**src/rtl/winbuf_pkg.sv**
```systemverilog
package winbuf_pkg;
    typedef enum logic [1:0] {
        TXG_RUN   = 2'd0,
        TXG_HALT  = 2'd1,
        TXG_ARMED = 2'd2
    } txg_state_e;

    localparam logic [1:0] CFG_TX_BASE = 2'd0;
    localparam logic [1:0] CFG_TX_SIZE = 2'd1;
    localparam logic [1:0] CFG_RX_BASE = 2'd2;
    localparam logic [1:0] CFG_RX_SIZE = 2'd3;

    localparam int unsigned CODE_W = 3;
endpackage

```
**src/rtl/winbuf_ram.sv**
```systemverilog
module winbuf_ram #(
    parameter int ADDR_W = 6,
    parameter int DATA_W = 16
) (
    input  logic              clk,
    input  logic              a_we,
    input  logic [ADDR_W-1:0] a_waddr,
    input  logic [DATA_W-1:0] a_wdata,
    input  logic              b_we,
    input  logic [ADDR_W-1:0] b_waddr,
    input  logic [DATA_W-1:0] b_wdata,
    input  logic [ADDR_W-1:0] a_raddr,
    output logic [DATA_W-1:0] a_rdata,
    input  logic [ADDR_W-1:0] b_raddr,
    output logic [DATA_W-1:0] b_rdata
);
    localparam int DEPTH = 1 << ADDR_W;

    logic [DATA_W-1:0] mem [DEPTH];

    // Port b is written last, so it wins on a shared entry.
    always_ff @(posedge clk) begin
        if (a_we) mem[a_waddr] <= a_wdata;
        if (b_we) mem[b_waddr] <= b_wdata;
    end

    assign a_rdata = mem[a_raddr];
    assign b_rdata = mem[b_raddr];
endmodule

```
**src/rtl/winbuf_win.sv**
```systemverilog
module winbuf_win #(
    parameter int ADDR_W = 6
) (
    input  logic              clk,
    input  logic              rst_n,
    input  logic              ptr_we,
    input  logic              size_we,
    input  logic [ADDR_W-1:0] wdata,
    input  logic              flush,
    input  logic              push,
    input  logic              pop,
    output logic [ADDR_W-1:0] wr_addr,
    output logic [ADDR_W-1:0] rd_addr,
    output logic [ADDR_W:0]   level,
    output logic              enabled,
    output logic [2:0]        code,
    output logic              push_fire,
    output logic              pop_fire,
    output logic              ovf,
    output logic              unf
);
    localparam int CNT_W = ADDR_W + 1;

    logic [ADDR_W-1:0] base_q, in_q, out_q, mask;
    logic [CNT_W-1:0]  len, cnt_q;
    logic              full, empty, hold;

    always_comb begin
        len = '0;
        if (code != 3'd0 && int'(code) <= ADDR_W)
            len = CNT_W'(1) << code;
    end

    assign enabled   = (len != '0);
    assign mask      = len[ADDR_W-1:0] - ADDR_W'(1);
    assign full      = enabled && (cnt_q == len);
    assign empty     = (cnt_q == '0);
    assign hold      = flush || size_we;
    assign push_fire = enabled && push && !full && !hold;
    assign pop_fire  = enabled && pop && !empty && !hold;
    assign wr_addr   = base_q + in_q;
    assign rd_addr   = base_q + out_q;
    assign level     = cnt_q;

    always_ff @(posedge clk or negedge rst_n) begin
        if (!rst_n) begin
            code   <= '0;
            base_q <= '0;
            in_q   <= '0;
            out_q  <= '0;
            cnt_q  <= '0;
            ovf    <= 1'b0;
            unf    <= 1'b0;
        end else if (size_we) begin
            code  <= wdata[2:0];
            in_q  <= '0;
            out_q <= '0;
            cnt_q <= '0;
            ovf   <= 1'b0;
            unf   <= 1'b0;
        end else if (flush) begin
            in_q  <= '0;
            out_q <= '0;
            cnt_q <= '0;
            ovf   <= 1'b0;
            unf   <= 1'b0;
        end else begin
            if (ptr_we && !enabled) begin
                base_q <= wdata;
                in_q   <= '0;
                out_q  <= '0;
                cnt_q  <= '0;
            end
            if (push_fire) in_q  <= (in_q + ADDR_W'(1)) & mask;
            if (pop_fire)  out_q <= (out_q + ADDR_W'(1)) & mask;
            if (push_fire && !pop_fire)      cnt_q <= cnt_q + CNT_W'(1);
            else if (pop_fire && !push_fire) cnt_q <= cnt_q - CNT_W'(1);
            if (enabled && push && full)  ovf <= 1'b1;
            if (enabled && pop && empty)  unf <= 1'b1;
        end
    end

    AST_NO_OVERFLOW: assert property (@(posedge clk) disable iff (!rst_n)
        cnt_q <= len);
    AST_DISABLED_EMPTY: assert property (@(posedge clk) disable iff (!rst_n)
        !enabled |-> (cnt_q == '0));
    AST_BASE_HELD: assert property (@(posedge clk) disable iff (!rst_n)
        (ptr_we && enabled && !size_we) |=> (base_q == $past(base_q)));
    AST_FLUSH_EMPTY: assert property (@(posedge clk) disable iff (!rst_n)
        flush |=> (cnt_q == '0) && !ovf && !unf);
    AST_SIZE_EMPTY: assert property (@(posedge clk) disable iff (!rst_n)
        size_we |=> (cnt_q == '0));
    AST_PUSH_POP_HOLD: assert property (@(posedge clk) disable iff (!rst_n)
        (push_fire && pop_fire) |=> $stable(cnt_q));
    AST_WIN_BOUND: assert property (@(posedge clk) disable iff (!rst_n)
        enabled |-> (CNT_W'(ADDR_W'(wr_addr - base_q)) < len));
endmodule

```
**src/rtl/winbuf_txgate.sv**
```systemverilog
module winbuf_txgate
    import winbuf_pkg::*;
(
    input  logic clk,
    input  logic rst_n,
    input  logic fault,
    input  logic flush,
    output logic send_ok,
    output logic halted
);
    txg_state_e st_q, st_d;

    always_ff @(posedge clk or negedge rst_n) begin
        if (!rst_n) st_q <= TXG_RUN;
        else        st_q <= st_d;
    end

    always_comb begin
        st_d = st_q;
        unique case (st_q)
            TXG_RUN:   if (fault) st_d = TXG_HALT;
            TXG_HALT:  if (!fault) st_d = flush ? TXG_RUN : TXG_ARMED;
            TXG_ARMED: if (fault) st_d = TXG_HALT;
                       else if (flush) st_d = TXG_RUN;
            default:   st_d = TXG_HALT;
        endcase
    end

    always_comb begin
        send_ok = (st_q == TXG_RUN) && !fault;
        halted  = (st_q != TXG_RUN);
    end

    AST_FAULT_HALTS: assert property (@(posedge clk) disable iff (!rst_n)
        fault |=> (st_q == TXG_HALT));
    AST_HALT_NEEDS_FLUSH: assert property (@(posedge clk) disable iff (!rst_n)
        (st_q != TXG_RUN && !flush) |=> (st_q != TXG_RUN));
endmodule

```
**src/rtl/winbuf_fifo.sv**
```systemverilog
module winbuf_fifo
    import winbuf_pkg::*;
#(
    parameter int ADDR_W = 6,
    parameter int DATA_W = 16
) (
    input  logic              clk,
    input  logic              rst_n,
    input  logic              cfg_we,
    input  logic [1:0]        cfg_addr,
    input  logic [ADDR_W-1:0] cfg_wdata,
    output logic [ADDR_W-1:0] cfg_rdata,
    input  logic              tx_flush,
    input  logic              rx_flush,
    input  logic              sw_push,
    input  logic [DATA_W-1:0] sw_push_data,
    output logic              tx_valid,
    output logic [DATA_W-1:0] tx_data,
    input  logic              tx_ready,
    input  logic              rx_push,
    input  logic [DATA_W-1:0] rx_push_data,
    input  logic              sw_pop,
    output logic [DATA_W-1:0] sw_pop_data,
    output logic              rx_avail,
    input  logic              proto_nack,
    input  logic              proto_err,
    output logic              tx_halted,
    output logic [ADDR_W:0]   tx_level,
    output logic [ADDR_W:0]   rx_level,
    output logic              tx_ovf,
    output logic              tx_unf,
    output logic              rx_ovf,
    output logic              rx_unf
);
    logic [ADDR_W-1:0] tx_wa, tx_ra, rx_wa, rx_ra;
    logic [2:0]        tx_code, rx_code;
    logic              tx_en, rx_en, tx_wfire, rx_wfire;
    logic              tx_rfire, rx_rfire;
    logic              send_ok, tx_pop;
    logic [DATA_W-1:0] tx_head, rx_head;

    assign tx_pop = tx_valid && tx_ready;

    winbuf_win #(.ADDR_W(ADDR_W)) u_txwin (
        .clk(clk), .rst_n(rst_n),
        .ptr_we(cfg_we && cfg_addr == CFG_TX_BASE),
        .size_we(cfg_we && cfg_addr == CFG_TX_SIZE),
        .wdata(cfg_wdata), .flush(tx_flush),
        .push(sw_push), .pop(tx_pop),
        .wr_addr(tx_wa), .rd_addr(tx_ra), .level(tx_level),
        .enabled(tx_en), .code(tx_code),
        .push_fire(tx_wfire), .pop_fire(tx_rfire),
        .ovf(tx_ovf), .unf(tx_unf)
    );

    winbuf_win #(.ADDR_W(ADDR_W)) u_rxwin (
        .clk(clk), .rst_n(rst_n),
        .ptr_we(cfg_we && cfg_addr == CFG_RX_BASE),
        .size_we(cfg_we && cfg_addr == CFG_RX_SIZE),
        .wdata(cfg_wdata), .flush(rx_flush),
        .push(rx_push), .pop(sw_pop),
        .wr_addr(rx_wa), .rd_addr(rx_ra), .level(rx_level),
        .enabled(rx_en), .code(rx_code),
        .push_fire(rx_wfire), .pop_fire(rx_rfire),
        .ovf(rx_ovf), .unf(rx_unf)
    );

    winbuf_ram #(.ADDR_W(ADDR_W), .DATA_W(DATA_W)) u_ram (
        .clk(clk),
        .a_we(tx_wfire), .a_waddr(tx_wa), .a_wdata(sw_push_data),
        .b_we(rx_wfire), .b_waddr(rx_wa), .b_wdata(rx_push_data),
        .a_raddr(tx_ra), .a_rdata(tx_head),
        .b_raddr(rx_ra), .b_rdata(rx_head)
    );

    winbuf_txgate u_gate (
        .clk(clk), .rst_n(rst_n),
        .fault(proto_nack || proto_err),
        .flush(tx_flush),
        .send_ok(send_ok), .halted(tx_halted)
    );

    always_comb begin
        tx_valid    = send_ok && tx_en && (tx_level != '0);
        tx_data     = tx_valid ? tx_head : '0;
        rx_avail    = rx_en && (rx_level != '0);
        sw_pop_data = rx_avail ? rx_head : '0;
        unique case (cfg_addr)
            CFG_TX_SIZE: cfg_rdata = ADDR_W'(tx_code);
            CFG_RX_SIZE: cfg_rdata = ADDR_W'(rx_code);
            default:     cfg_rdata = '0;
        endcase
    end

    AST_HALT_SILENT: assert property (@(posedge clk) disable iff (!rst_n)
        tx_halted |-> !tx_valid);
    AST_FAULT_SILENT: assert property (@(posedge clk) disable iff (!rst_n)
        (proto_nack || proto_err) |-> !tx_valid);
    AST_VALID_HAS_DATA: assert property (@(posedge clk) disable iff (!rst_n)
        tx_valid |-> (tx_level != '0));
    AST_POP_DRAINS: assert property (@(posedge clk) disable iff (!rst_n)
        (tx_pop && !sw_push && !tx_flush && !(cfg_we && cfg_addr == CFG_TX_SIZE))
        |=> (tx_level == $past(tx_level) - 1'b1));
    AST_DISABLED_REFUSES: assert property (@(posedge clk) disable iff (!rst_n)
        !rx_en |-> !rx_avail && !rx_rfire);
endmodule

```
**config.mk**
```make
export PLATFORM = sky130hd
export DESIGN_NAME = winbuf_fifo
export DESIGN_NICKNAME = d
export VERILOG_FILES = /design/src/rtl/winbuf_pkg.sv /design/src/rtl/winbuf_ram.sv /design/src/rtl/winbuf_win.sv /design/src/rtl/winbuf_txgate.sv /design/src/rtl/winbuf_fifo.sv
export SDC_FILE = /design/constraint.sdc
export NUM_CORES = 2
export LEC_CHECK = 0
export BUFFER_PORTS_ARGS = -buffer_cell sky130_fd_sc_hd__buf_4
export CAP_MARGIN = 20
export CORE_UTILIZATION = 50
export DETAILED_ROUTE_END_ITERATION = 6
export PLACE_DENSITY = 0.77
export SLEW_MARGIN = 20
export SYNTH_ARGS = -nofsm -noshare
export SYNTH_HDL_FRONTEND = slang
export SYNTH_HIERARCHICAL = 1
export SYNTH_SLANG_ARGS = --single-unit
export TNS_END_PERCENT = 100
```
**constraint.sdc**
```tcl
create_clock -name clk -period 3.68 [get_ports clk]
set_input_delay 0 -clock clk [delete_from_list [all_inputs] [get_ports clk]]
set_output_delay 0 -clock clk [all_outputs]
set_load 0.02 [all_outputs]
```
==> impl_metrics.tcl <==
set metrics [dict create \
    run_status "finished with violations" \
    violations "negative setup slack" \
    fill_cells 9258 \
    grt_max_degree 65 \
    crit_fanout 12 \
    ys_top_cells_by_area "edfxtp_1 (46%), mux2_2 (18%), mux4_2 (15%), dfrtp_1 (2.3%), mux2i_1 (1.7%)" \
    min_path_cells 3 \
    ios 110 \
    clk_latency_ns 0.79 \
    synth_edf_count 1024 \
    yosysTopAreaCell "edfxtp_1" \
    worstPathArrival_ns 4.49 \
    vias 48470 \
    ff2ff_path_depth 12 \
    worstSetupEndpointType "output port" \
    place_area_mm2 0.07337 \
    antenna_found_initial 8 \
    total_power_mw 50.29 \
    ff_latch_area_mm2 0.03230 \
    postRouteAntennaNets 0 \
    ys_types 100 \
    period_share_pct 122.1 \
    gr-usage-met3_pct 11.84 \
    fin_ws_ns -0.8146 \
    grtUsageMet2_pct 54.74 \
    nets 4953 \
    rsz0062_at_grt "true" \
    stdcell_count 6723 \
    min_from "cfg_wdata[5]" \
    grt_usage_pct 36.68 \
    hold_path_class "in -> reg" \
    cts_buffers 116 \
    yosys_warnings 6 \
    clock-sinks 1086 \
    fin_util_pct 62.41 \
    htree_levels 3 \
    hpwl_mm 159.0 \
    peakVddDrop_uv 525.5 \
    setup_viol 85 \
    postSynthCellCount 4451 \
    cts_tree "done" \
    multi_input_area_mm2 0.03402 \
    yosysMostFrequentCell "mux2_2" \
    fin_crit_ns 4.495 \
    rows 133 \
    r2r_end "u_ram/mem[13][12]" \
    dieArea_mm2 0.1348 \
    cts.reportedPaths.clkPinSlew_ns 0.06 \
    cts_buffer_depth 3 \
    root_buffer "clkbuf_16" \
    portBuffers 106 \
    final_area_mm2 0.08236 \
    grt_pass1_wl_mm 352.8 \
    r2r_slack_ns -0.03 \
    synth_seq_cells 1086 \
    start_kind "register" \
    synth.top_cell.area_share_pct 46.12 \
    areaGrowthSynthToFinish_pct 23.53 \
    overflow 0 \
    grt-busiest-layer "met2" \
    holdPathEnd "u_txwin/base_q[5]" \
    synth_commonest_cells "mux2_2 (1076), edfxtp_1 (1024), mux4_2 (446)" \
    power.leakage_nw 27.87 \
    ys.flop_type "edfxtp_1" \
    first_pass_iters 6 \
    die_w_um 367.2 \
    critPathKind "reg -> out" \
    cp.required_ns 3.68 \
    reg2reg_from "u_rxwin/code[1]" \
    fp.dieH_um 367.2 \
    drt_iter0_drc 7892 \
    maxCapViolCount 0 \
    post-route-drc-count 0 \
    synthArstFlopShare_pct 5.709 \
    drive_above_1_share_pct 60.37 \
    wl_per_cell_um 37.97 \
    clock_skew_ns 0.04597 \
    globalplace.congestion 1.074 \
    syn_area_per_cell_um2 14.98 \
    fin_setup_tns_ns -19.82 \
    drv_slew 0 \
    syn_area_mm2 0.06667 \
    use_met1_pct 46.94 \
    ys_seq_area_share_pct 48.45 \
    core_area_mm2 0.1320 \
    fmax_mhz 222.5 \
    viasPerCell 7.209 \
    start_util_pct 50.52 \
    dp.cells 6314 \
    powerDensity_mw_per_mm2 610.7 \
    worst_pin_slew_ns 1.021 \
    grt_pass1_vias 46840 \
    drt-total-wl_mm 255.3 \
    maxSlewHeadroom_pct 31.94 \
    finalHoldViolations 0 \
]
## layout by cell type (no fill, tap or decap), drive strengths merged, types with 13 or more instances in the layout
master,n
nor2,66
and3,21
nand3b,15
nand2,114
a22o,24
a211oi,26
mux4,463
clkinv,55
clkbuf,143
o22ai,90
nor3,49
a22oi,86
ha,35
nor2b,42
bufinv,14
a21o,27
dlygate4sd3,29
a311oi,13
buf,782
nand3,69
mux2,1100
a221oi,24
nor3b,14
dfrtp,62
or2,14
nand2b,24
mux2i,114
a21oi,57
edfxtp,1024
o221ai,16
o21ai,112
o211ai,14
inv,50
xnor2,22
## routing by layer
metal / vias up / share of wire (%)
met3: 767 / 15
met2: 4105 / 44
met5: - / 0.083
met4: 10 / 7.2
met1: 24770 / 34
li1: 18820 / -
## layout make-up
| class | instances | share of cell area, % |
|---|---|---|
| antenna | 4 | 0.01215 |
| clock buffer | 136 | 3.692 |
| clock inverter | 83 | 1.006 |
| inverter | 40 | 0.2385 |
| multi-input combinational | 2793 | 41.31 |
| sequential | 1086 | 39.22 |
| tap | 1755 | 2.666 |
| timing repair buffer | 824 | 11.81 |
| timing repair inverter | 2 | 0.04406 |
## worst max-delay path by stage
stage	to	from	slack (ns)
2_1_floorplan	u_ram/mem[56][0]	u_txwin/code[2]	-0.29
3_3_place_gp	sw_pop_data[12]	u_rxwin/base_q[0]	-0.32
3_5_place_dp	tx_data[15]	u_txwin/base_q[0]	-0.31
4_1_cts	tx_data[6]	u_txwin/out_q[0]	-0.70
5_1_grt	tx_data[2]	u_txwin/base_q[1]	-0.86
6_report	tx_data[2]	u_txwin/base_q[1]	-0.81
## kinds of logic after synthesis
group	Yosys count	share of synthesized area (%)
other	3	0.01689
xor gates and xnor gates	30	0.3941
and+or+nand+nor	494	4.318
DFF	1086	48.45
adders and majority gates	39	0.7769
buffers and inverters	576	4.375
AOI/OAI and AO/OA	546	5.645
muxes	1677	36.03
## timing repair
| action | 4_1_cts | 5_1_grt |
|---|---|---|
| hold buffers | 30 | 0 |
| pin swaps | 117 | 99 |
| endpoints found under the hold margin | 99 | 0 |
| cloned | 20 | 7 |
| endpoints found under the setup margin | 698 | 494 |
| buffers inserted | 97 | 68 |
| resized for setup | 444 | 219 |
## state kept, by name, summed over array words and instances, names as in the netlist
signal,flops
u_txwin/unf,1
u_rxwin/out_q,6
u_txwin/code,3
u_rxwin/ovf,1
u_txwin/out_q,6
u_txwin/level,7
u_ram/mem,1024
u_txwin/ovf,1
u_rxwin/unf,1
u_rxwin/level,7
u_txwin/in_q,6
u_txwin/base_q,6
u_rxwin/in_q,6
u_gate/st_q,2
u_rxwin/code,3
u_rxwin/base_q,6
## where the power goes
group          switching [mW]  total, mW  internal, mW
clock                    5.33       12.2          6.84
sequential              0.221       14.1          13.8
combinational            13.3       24.1          10.8
total                    18.8       50.3          31.5
## worst max-delay path, stage by stage (launching register included)
cell and delay, ns:
dfrtp_1 0.42, inv_1 0.12, fa_2 0.44, buf_6 0.15
xnor2_4 0.22, buf_6 0.15, buf_12 0.18, buf_12 0.17
mux4_2 0.22, mux2_4 0.20, o21ai_1 0.11, a311oi_4 0.64
a21o_1 0.16, nand3_2 0.08, a21oi_2 0.17, buf_6 0.15
buf_6 0.12
## stage by stage
step                      hold WS [ns]  setup slack [ns]
after floorplan                -0.2956           -0.2880
after global placement          0.1454           -0.3180
after detailed placement        0.1505           -0.3077
after CTS                      0.02267           -0.7047
after global routing           0.06283           -0.8552
final                          0.06404           -0.8146
Note: power is estimated with default switching activity, not from simulation.
